## src/rtl/edh_flag_pkg.sv

```systemverilog
package edh_flag_pkg;

    localparam int NUM_CLASS = 3;
    localparam int KINDS     = 5;
    localparam int NUM_FLAGS = NUM_CLASS * KINDS;
    localparam int SENS_PER  = 4;
    localparam int NUM_SENS  = NUM_CLASS * SENS_PER + 1;

    localparam int CLS_ANC = 0;
    localparam int CLS_AP  = 1;
    localparam int CLS_FF  = 2;

    localparam int K_EDH = 0;
    localparam int K_EDA = 1;
    localparam int K_IDH = 2;
    localparam int K_IDA = 3;
    localparam int K_UES = 4;

    typedef logic [NUM_FLAGS-1:0] flag_vec_t;
    typedef logic [NUM_SENS-1:0]  sens_vec_t;

    // Spread the compact sensitivity word over the flag layout; one bit covers every UES.
    function automatic flag_vec_t sens_expand(input sens_vec_t s);
        flag_vec_t r;
        r = '0;
        for (int c = 0; c < NUM_CLASS; c++) begin
            for (int k = 0; k < SENS_PER; k++) begin
                r[c*KINDS + k] = s[c*SENS_PER + k];
            end
            r[c*KINDS + K_UES] = s[NUM_SENS-1];
        end
        return r;
    endfunction

endpackage

```

## src/rtl/edh_recode.sv

```systemverilog
module edh_recode
    import edh_flag_pkg::*;
(
    input  flag_vec_t              in_flags,
    input  logic                   pkt_present,
    input  logic                   crc_valid,
    input  logic [NUM_CLASS-1:0]   local_err,
    input  logic [NUM_CLASS-1:0]   user_idh,
    output flag_vec_t              raw_flags
);

    for (genvar c = 0; c < NUM_CLASS; c++) begin : g_class
        localparam int B = c * KINDS;

        logic in_edh, in_eda, in_idh, in_ida, in_ues;
        assign in_edh = in_flags[B + K_EDH];
        assign in_eda = in_flags[B + K_EDA];
        assign in_idh = in_flags[B + K_IDH];
        assign in_ida = in_flags[B + K_IDA];
        assign in_ues = in_flags[B + K_UES];

        if (c == CLS_ANC) begin : g_anc
            // Checksum comparison stands on its own, so it reports even with no packet.
            assign raw_flags[B + K_EDH] = local_err[c];
            assign raw_flags[B + K_EDA] = pkt_present & (in_edh | in_eda);
        end else begin : g_crc
            assign raw_flags[B + K_EDH] = pkt_present & local_err[c];
            assign raw_flags[B + K_EDA] = pkt_present & (in_eda | (in_edh & crc_valid));
        end

        assign raw_flags[B + K_IDH] = user_idh[c];
        assign raw_flags[B + K_IDA] = pkt_present & (in_idh | in_ida);
        assign raw_flags[B + K_UES] = ~pkt_present | in_ues;
    end

endmodule

```

## src/rtl/edh_flag_gate.sv

```systemverilog
module edh_flag_gate
    import edh_flag_pkg::*;
(
    input  logic       rx_mode,
    input  flag_vec_t  raw_flags,
    input  flag_vec_t  mask_force,
    input  flag_vec_t  mask_value,
    input  sens_vec_t  sens,
    output flag_vec_t  new_flags,
    output logic       sens_hit
);

    flag_vec_t masked;
    flag_vec_t sens_map;

    always_comb begin
        masked    = (raw_flags & ~mask_force) | (mask_value & mask_force);
        new_flags = rx_mode ? masked : '0;
        sens_map  = sens_expand(sens);
        sens_hit  = |(new_flags & sens_map);
    end

endmodule

```

## src/rtl/edh_err_counter.sv

```systemverilog
module edh_err_counter #(
    parameter int CNT_W = 21
) (
    input  logic             clk,
    input  logic             rst_n,
    input  logic             clr,
    input  logic             inc,
    output logic [CNT_W-1:0] count
);

    localparam logic [CNT_W-1:0] CNT_MAX = {CNT_W{1'b1}};

    logic [CNT_W-1:0] cnt_d, cnt_q;

    always_comb begin
        cnt_d = cnt_q;
        if (clr) begin
            cnt_d = '0;
        end else if (inc && (cnt_q != CNT_MAX)) begin
            cnt_d = cnt_q + 1'b1;
        end
    end

    always_ff @(posedge clk or negedge rst_n) begin
        if (!rst_n) begin
            cnt_q <= '0;
        end else begin
            cnt_q <= cnt_d;
        end
    end

    assign count = cnt_q;

endmodule

```

## src/rtl/edh_flag_engine.sv

```systemverilog
module edh_flag_engine
    import edh_flag_pkg::*;
#(
    parameter int CNT_W = 21
) (
    input  logic                  clk,
    input  logic                  rst_n,
    input  logic                  field_stb,
    input  logic                  rx_mode,
    input  logic                  pkt_present,
    input  logic                  crc_valid,
    input  logic [14:0]           in_flags,
    input  logic [2:0]            local_err,
    input  logic [2:0]            user_idh,
    input  logic [14:0]           mask_force,
    input  logic [14:0]           mask_value,
    input  logic [12:0]           sens,
    input  logic                  sticky_en,
    input  logic                  auto_clr_en,
    input  logic                  cnt_clr,
    input  logic                  rd_stb,
    output logic [14:0]           out_flags,
    output logic                  irq_n,
    output logic [CNT_W-1:0]      err_cnt
);

    typedef struct packed {
        flag_vec_t flags;
        logic      irq;
    } state_t;

    flag_vec_t raw_flags;
    flag_vec_t new_flags;
    logic      sens_hit;
    logic      cnt_inc;
    logic      cnt_zero;
    state_t    st_d, st_q;

    edh_recode u_recode (
        .in_flags    (in_flags),
        .pkt_present (pkt_present),
        .crc_valid   (crc_valid),
        .local_err   (local_err),
        .user_idh    (user_idh),
        .raw_flags   (raw_flags)
    );

    edh_flag_gate u_gate (
        .rx_mode    (rx_mode),
        .raw_flags  (raw_flags),
        .mask_force (mask_force),
        .mask_value (mask_value),
        .sens       (sens),
        .new_flags  (new_flags),
        .sens_hit   (sens_hit)
    );

    always_comb begin
        st_d     = st_q;
        cnt_inc  = field_stb & sens_hit;
        cnt_zero = cnt_clr | (rd_stb & auto_clr_en);

        if (field_stb) begin
            if (!rx_mode) begin
                st_d.flags = '0;
            end else if (sticky_en && !rd_stb) begin
                st_d.flags = st_q.flags | new_flags;
            end else begin
                st_d.flags = new_flags;
            end
        end else if (rd_stb && sticky_en) begin
            st_d.flags = '0;
        end

        if (cnt_inc) begin
            st_d.irq = 1'b1;
        end else if (rd_stb) begin
            st_d.irq = 1'b0;
        end
    end

    always_ff @(posedge clk or negedge rst_n) begin
        if (!rst_n) begin
            st_q <= '0;
        end else begin
            st_q <= st_d;
        end
    end

    edh_err_counter #(.CNT_W(CNT_W)) u_counter (
        .clk   (clk),
        .rst_n (rst_n),
        .clr   (cnt_zero),
        .inc   (cnt_inc),
        .count (err_cnt)
    );

    assign out_flags = st_q.flags;
    assign irq_n     = ~st_q.irq;

endmodule

```

## config.mk

```make
export PLATFORM = sky130hd
export DESIGN_NAME = edh_flag_engine
export DESIGN_NICKNAME = d
export VERILOG_FILES = /design/src/rtl/edh_flag_pkg.sv /design/src/rtl/edh_recode.sv /design/src/rtl/edh_flag_gate.sv /design/src/rtl/edh_err_counter.sv /design/src/rtl/edh_flag_engine.sv
export SDC_FILE = /design/constraint.sdc
export NUM_CORES = 1
export LEC_CHECK = 0
export ABC_AREA = 1
export BUFFER_PORTS_ARGS = -buffer_cell sky130_fd_sc_hd__buf_2
export CAP_MARGIN = 20
export CORE_ASPECT_RATIO = 0.7
export CORE_MARGIN = 2
export CORE_UTILIZATION = 43
export CTS_BUF_LIST = sky130_fd_sc_hd__clkbuf_8 sky130_fd_sc_hd__clkbuf_16
export CTS_CLUSTER_DIAMETER = 120
export DETAILED_ROUTE_END_ITERATION = 8
export PLACE_DENSITY = 0.77
export SYNTH_ARGS = -nofsm -noshare
export SYNTH_HDL_FRONTEND = slang
export SYNTH_SLANG_ARGS = --single-unit
export TNS_END_PERCENT = 30
```

## constraint.sdc

```tcl
create_clock -name clk -period 1.6 [get_ports clk]
set_input_delay 0.32 -clock clk [delete_from_list [all_inputs] [get_ports clk]]
set_output_delay 0.32 -clock clk [all_outputs]
set_load 0.02 [all_outputs]
```

* Word level (Yosys, flattened, before mapping)
Cells that the tools add are included.
W data, S select, Z words.
** Cells by class
- $add $sub $neg :: 1
- Equal/unequal tests :: 1
- Multiplexer cells :: 9
- Bitwise operators :: 30
- Reduce and logical (&&, ||, !) cells :: 8
** Operators with widths (number)
- $mux W15 :: 5
- $and A15 B15 Y15 :: 3
- $mux W21 :: 2
- $or A15 B15 Y15 :: 2
- $add A21 B1 Y21 const B :: 1
- $ne A21 B21 Y1 const B :: 1
- $not A15 Y15 :: 1
- $reduce_or A15 Y1 :: 1
- $and A1 B1 Y1 :: 12
- $or A1 B1 Y1 :: 10
- $reduce_bool A2 Y1 :: 3
- $logic_and A1 B1 Y1 :: 3
- $mux W1 :: 2
- $not A1 Y1 :: 2
- $logic_not A1 Y1 :: 1
** Storage, ports and cells
- Bits in registers :: 37
- Bits of input ports :: 74
- Output and inout port bits :: 37
- Logic and storage cells :: 52

* Longest topological paths before layout
- Depth after elaboration :: 12
- Depth in mapped cells :: 14
- Gate-level depth less buffers :: 12

* Cells and area by module
A second synthesis with hierarchy kept.
** Unflattened totals
- Cells, all modules :: 432
- Area, all modules :: 2817.7 µm²
** Modules (own cells, without submodules)
- edh_err_counter :: times used 1, cells each 204, area each 1400.1 µm², sequential area each 525.5 µm²
- edh_flag_engine :: times used 1, cells each 89, area each 795.8 µm², sequential area each 400.4 µm²
- edh_flag_gate :: times used 1, cells each 113, area each 499.2 µm², sequential area each 0.0 µm²
- edh_recode :: times used 1, cells each 26, area each 122.6 µm², sequential area each 0.0 µm²

* Worst setup path before layout
OpenSTA, ideal clock, no wires.
- Path kind :: register to register
- Start point :: reg u_counter.cnt_q[0], in the netlist u_counter.count[0]
- End point :: reg u_counter.cnt_q[0], in the netlist u_counter.count[0]
- Library setup time :: 117 ps
- Data arrival time :: 1762 ps
- Data required time :: 1483 ps
- Setup slack :: -279 ps
- Cell stages (with the launch flop) :: 12
- Buffers on the path :: 1
- Clock period less this slack :: 1879 ps
- Cell sequence :: dfrtp_1 -> ha_1 -> nand3_2 -> nor3_4 -> nand2_2 -> nor2_4 -> nand4_1 -> nand3_2 -> nand2_2 -> buf_6 -> nand2_1 -> nand2_1
** On the way
- Longest elaborated chain between the ends :: 3
- Elaborated cells between the ends (all ways) :: 6
- Those cells by class :: 1 x add/sub; 1 x eq/ne; 2 x mux; 2 x reduce/logical
** RTL lines
- from (decl) :: line edh_err_counter.sv:13 : logic [CNT_W-1:0] cnt_d, cnt_q;
- from (signal assigned) :: line edh_err_counter.sv:28 : cnt_q <= cnt_d;
- $add A21 B1 Y21 / $ne A21 B21 Y1 (equally long branches) :: line edh_err_counter.sv:20, edh_err_counter.sv:19
- $mux W21 / $logic_and A1 B1 Y1 (equally long branches) :: line edh_err_counter.sv:19 : end else if (inc && (cnt_q != CNT_MAX)) begin
- $mux W21 / $reduce_bool A2 Y1 (equally long branches)
Several ways; a longest one is shown, not always the timed one. The select of a mux whose other input is x is not followed.
A chain may end at the register's enable or synchronous reset.

* Worst setup path in the final report
- Start point :: reg u_counter.cnt_q[1], in the netlist u_counter.count[1]
- End point :: reg u_counter.cnt_q[12], in the netlist u_counter.count[12]
Same word-level chain as after synthesis.

==> flow_summary.yaml <==
routing:
  vias_per_cell: 4.860
  met3_wirelength_um: 595
  firstDrtPassIters: 4
  wl_um: 7606
  wl_met2_um: 3535
  drt_iter0_markers: 172
  drtAntennaViolNets: 0
  num_vias: 2809
  wl_per_cell_um: 13.16
  drc_errors: 0
  highest_layer: "met4"
  wl_met1_um: 3360
cells_and_area:
  fin_nets: 577
  drive_above_1_share: 0.3419
  post-route-util: 0.6111
  syn2layout_area_growth_pct: 37.64
  n_antenna_cell: 0
  instances_no_fill: 578
  fin_area_um2: 3482
global_route:
  grt_pass1_wl_um: 12300
  grt_max_degree: 22
  overflow: 0
  grt.total_usage: 0.2464
  antenna_found_initial: 0
  grt_pass1_vias: 2768
clocking:
  clk_latency_ps: 290
  cts_sinks: 37
  htree_levels: 2
  clockBufferDepth: 2
  clk_pin_slew_ps: 80
  clockRootBuffer: "clkbuf_8"
  cts_tree: "done"
  cts_made_buffers: 5
critical_path:
  r2r_slack_ps: -120
  worstPathMaxFanout: 7
  cp-end-kind: "register"
  cp.required_ps: 1820
  worst-setup-path-type: "reg2reg"
  crit_arrival_ps: 1940
  reg2regPathDepth: 10
  r2r_end: "u_counter.count[12]"
  crit_start: "u_counter.count[1]"
  critPathLaunchType: "register"
  rr_startpoint: "u_counter.count[1]"
sta:
  fin_ws_ps: -118.8
  finClkSkew_ps: 10.02
  fin_crit_sh: 1.074
  worst_slew_pin_slew_ps: 574.7
  setup_viol: 20
  hold_viol: 0
  fmax_ghz: 0.5818
  slew_violations: 0
  slew-limit-headroom: 0.6160
  fin_crit_ps: 1719
  grt_setup_unrepaired: "yes"
min_path:
  hold_depth: 2
  worst_hold_path_type: "in2reg"
  hold_end: "st_q[0]"
  min-delay-start: "rd_stb"
floorplanning:
  placementRows: 23
  start_util: 0.4440
  die_w_um: 95.68
  dieArea_um2: 6523
  core-area_um2: 5698
  die_y_um: 68.18
  ioPinCount: 111
logic_synthesis:
  yosysTopAreaCellShare: 0.3660
  syn-num-nets: 446
  ys_seq_area_frac: 0.3660
  synth_warnings: 0
  yosysTopAreaCell: "dfrtp_1"
  synthTopCellsByArea: "dfrtp_1 37%, nand2_1 18%, nand3_1 9.3%, inv_1 6.4%, nor2_1 5.6%"
  netlist_area_um2: 2530
  ys_seq_elements: 37
  syn_inst: 371
  yosysUniqueCellTypes: 26
  avgSynthCellArea_um2: 6.819
pwr:
  power_mw: 2.148
  p_per_area_nw_per_um2: 616.8
  ir_worst_vdd_uv: 284.0
  p_leak_nw: 2.005
placement:
  dp_slack_ps: -353.9
  port_buffers: 110
  dp_cells: 565
  dp_hpwl_um: 5732
  gp_congestion: 0.9221
  placed_cell_area_um2: 3302
run_status:
  violations: "setup timing"
  status: "finished, violations left"
job:
  drv_cap: 0
==> layer usage <==
metal / vias up / track usage
met3: 13 / 0.04515
met5: - / 0
met4: 0 / 0.1000
met1: 1257 / 0.3115
li1: 1424 / -
met2: 115 / 0.4213
==> critical path, cell delays in order, from the launching register on <==
cell	delay, ps
dfrtp_2	390
ha_4	150
nand3_4	80
nor3_4	170
nand2_2	100
nor2_4	100
nand4_1	150
nand3_4	190
buf_6	160
nand3_1	70
nand2_1	80
==> kinds of logic after synthesis <==
group           count (synthesis)  synth area share
compound gates                 26           0.06875
xor+xnor                       12           0.04154
fa+ha+maj                       1          0.004945
buf+inv                        71            0.1370
flops                          37            0.3660
simple gates                  224            0.3818
==> cell usage after synthesis <==
master / instances
nor2_1: 38
a21oi_1: 6
dfrtp_1: 37
nor3_4: 1
nand4_1: 3
buf_2: 1
ha_1: 1
or2_2: 1
inv_1: 43
clkbuf_1: 8
xor2_1: 7
nand2_1: 122
o22ai_1: 1
nor3_1: 3
nor2_4: 1
nand3_1: 47
nor3b_1: 2
xnor2_1: 5
nand2_2: 2
nand3_2: 2
a32o_1: 8
o21ai_0: 10
o211ai_1: 1
buf_6: 2
buf_4: 17
nand3b_1: 2
==> layout make-up <==
class | instances | area [um^2]
Fill cell | 542 | 2216
Clock inverter | 3 | 11.26
Timing Repair Buffer | 151 | 884.6
Clock buffer | 5 | 68.82
Inverter | 43 | 161.4
Multi-Input combinational cell | 264 | 1334
Sequential cell | 37 | 928.4
Tap cell | 75 | 93.84
==> registers in the layout, indices dropped and copies added (netlist names) <==
| name | count |
|---|---|
| out_flags | 15 |
| st_q | 1 |
| u_counter.count | 21 |
==> per-stage QoR <==
| step | hold WS (ps) | setup TNS [ps] |
|---|---|---|
| 2_1_floorplan | 24.41 | -3498 |
| 3_3_place_gp | 300.3 | -6006 |
| 3_5_place_dp | 309.3 | -6704 |
| 4_1_cts | 251.7 | -2405 |
| 5_1_grt | 291.9 | -4411 |
| 6_report | 262.2 | -2110 |
==> how the worst max path moves through the flow <==
stage	endpoint
after floorplan	u_counter.count[0]
after global placement	u_counter.count[14]
after detailed placement	u_counter.count[6]
after CTS	u_counter.count[9]
after global routing	u_counter.count[15]
final	u_counter.count[12]
==> report_power, final <==
group          switching [mW]  total (mW)  leakage (nW)  internal, mW
Clock                   0.330       0.621        0.0519         0.291
Combinational           0.302       0.521          1.45         0.218
Sequential             0.0269        1.01         0.498         0.979
Total                   0.659        2.15          2.00          1.49
==> repair_timing <==
action	CTS	global route
gates resized for setup	8	6
pin swaps	5	4
gates cloned	2	0
setup endpoints to repair	20	21
buffers inserted	2	0
hold buffers	1	0
hold endpoints to repair	18	0
==> placed cells by master (no fill, tap or decap), types with 7 or more instances in the layout <==
master / instances
nand2_1: 122
buf_2: 110
inv_1: 45
nand3_1: 45
nor2_1: 36
buf_4: 36
dfrtp_1: 35
o21ai_0: 10
a32o_1: 8
xor2_1: 7
Power figures use the tool's default switching activity.
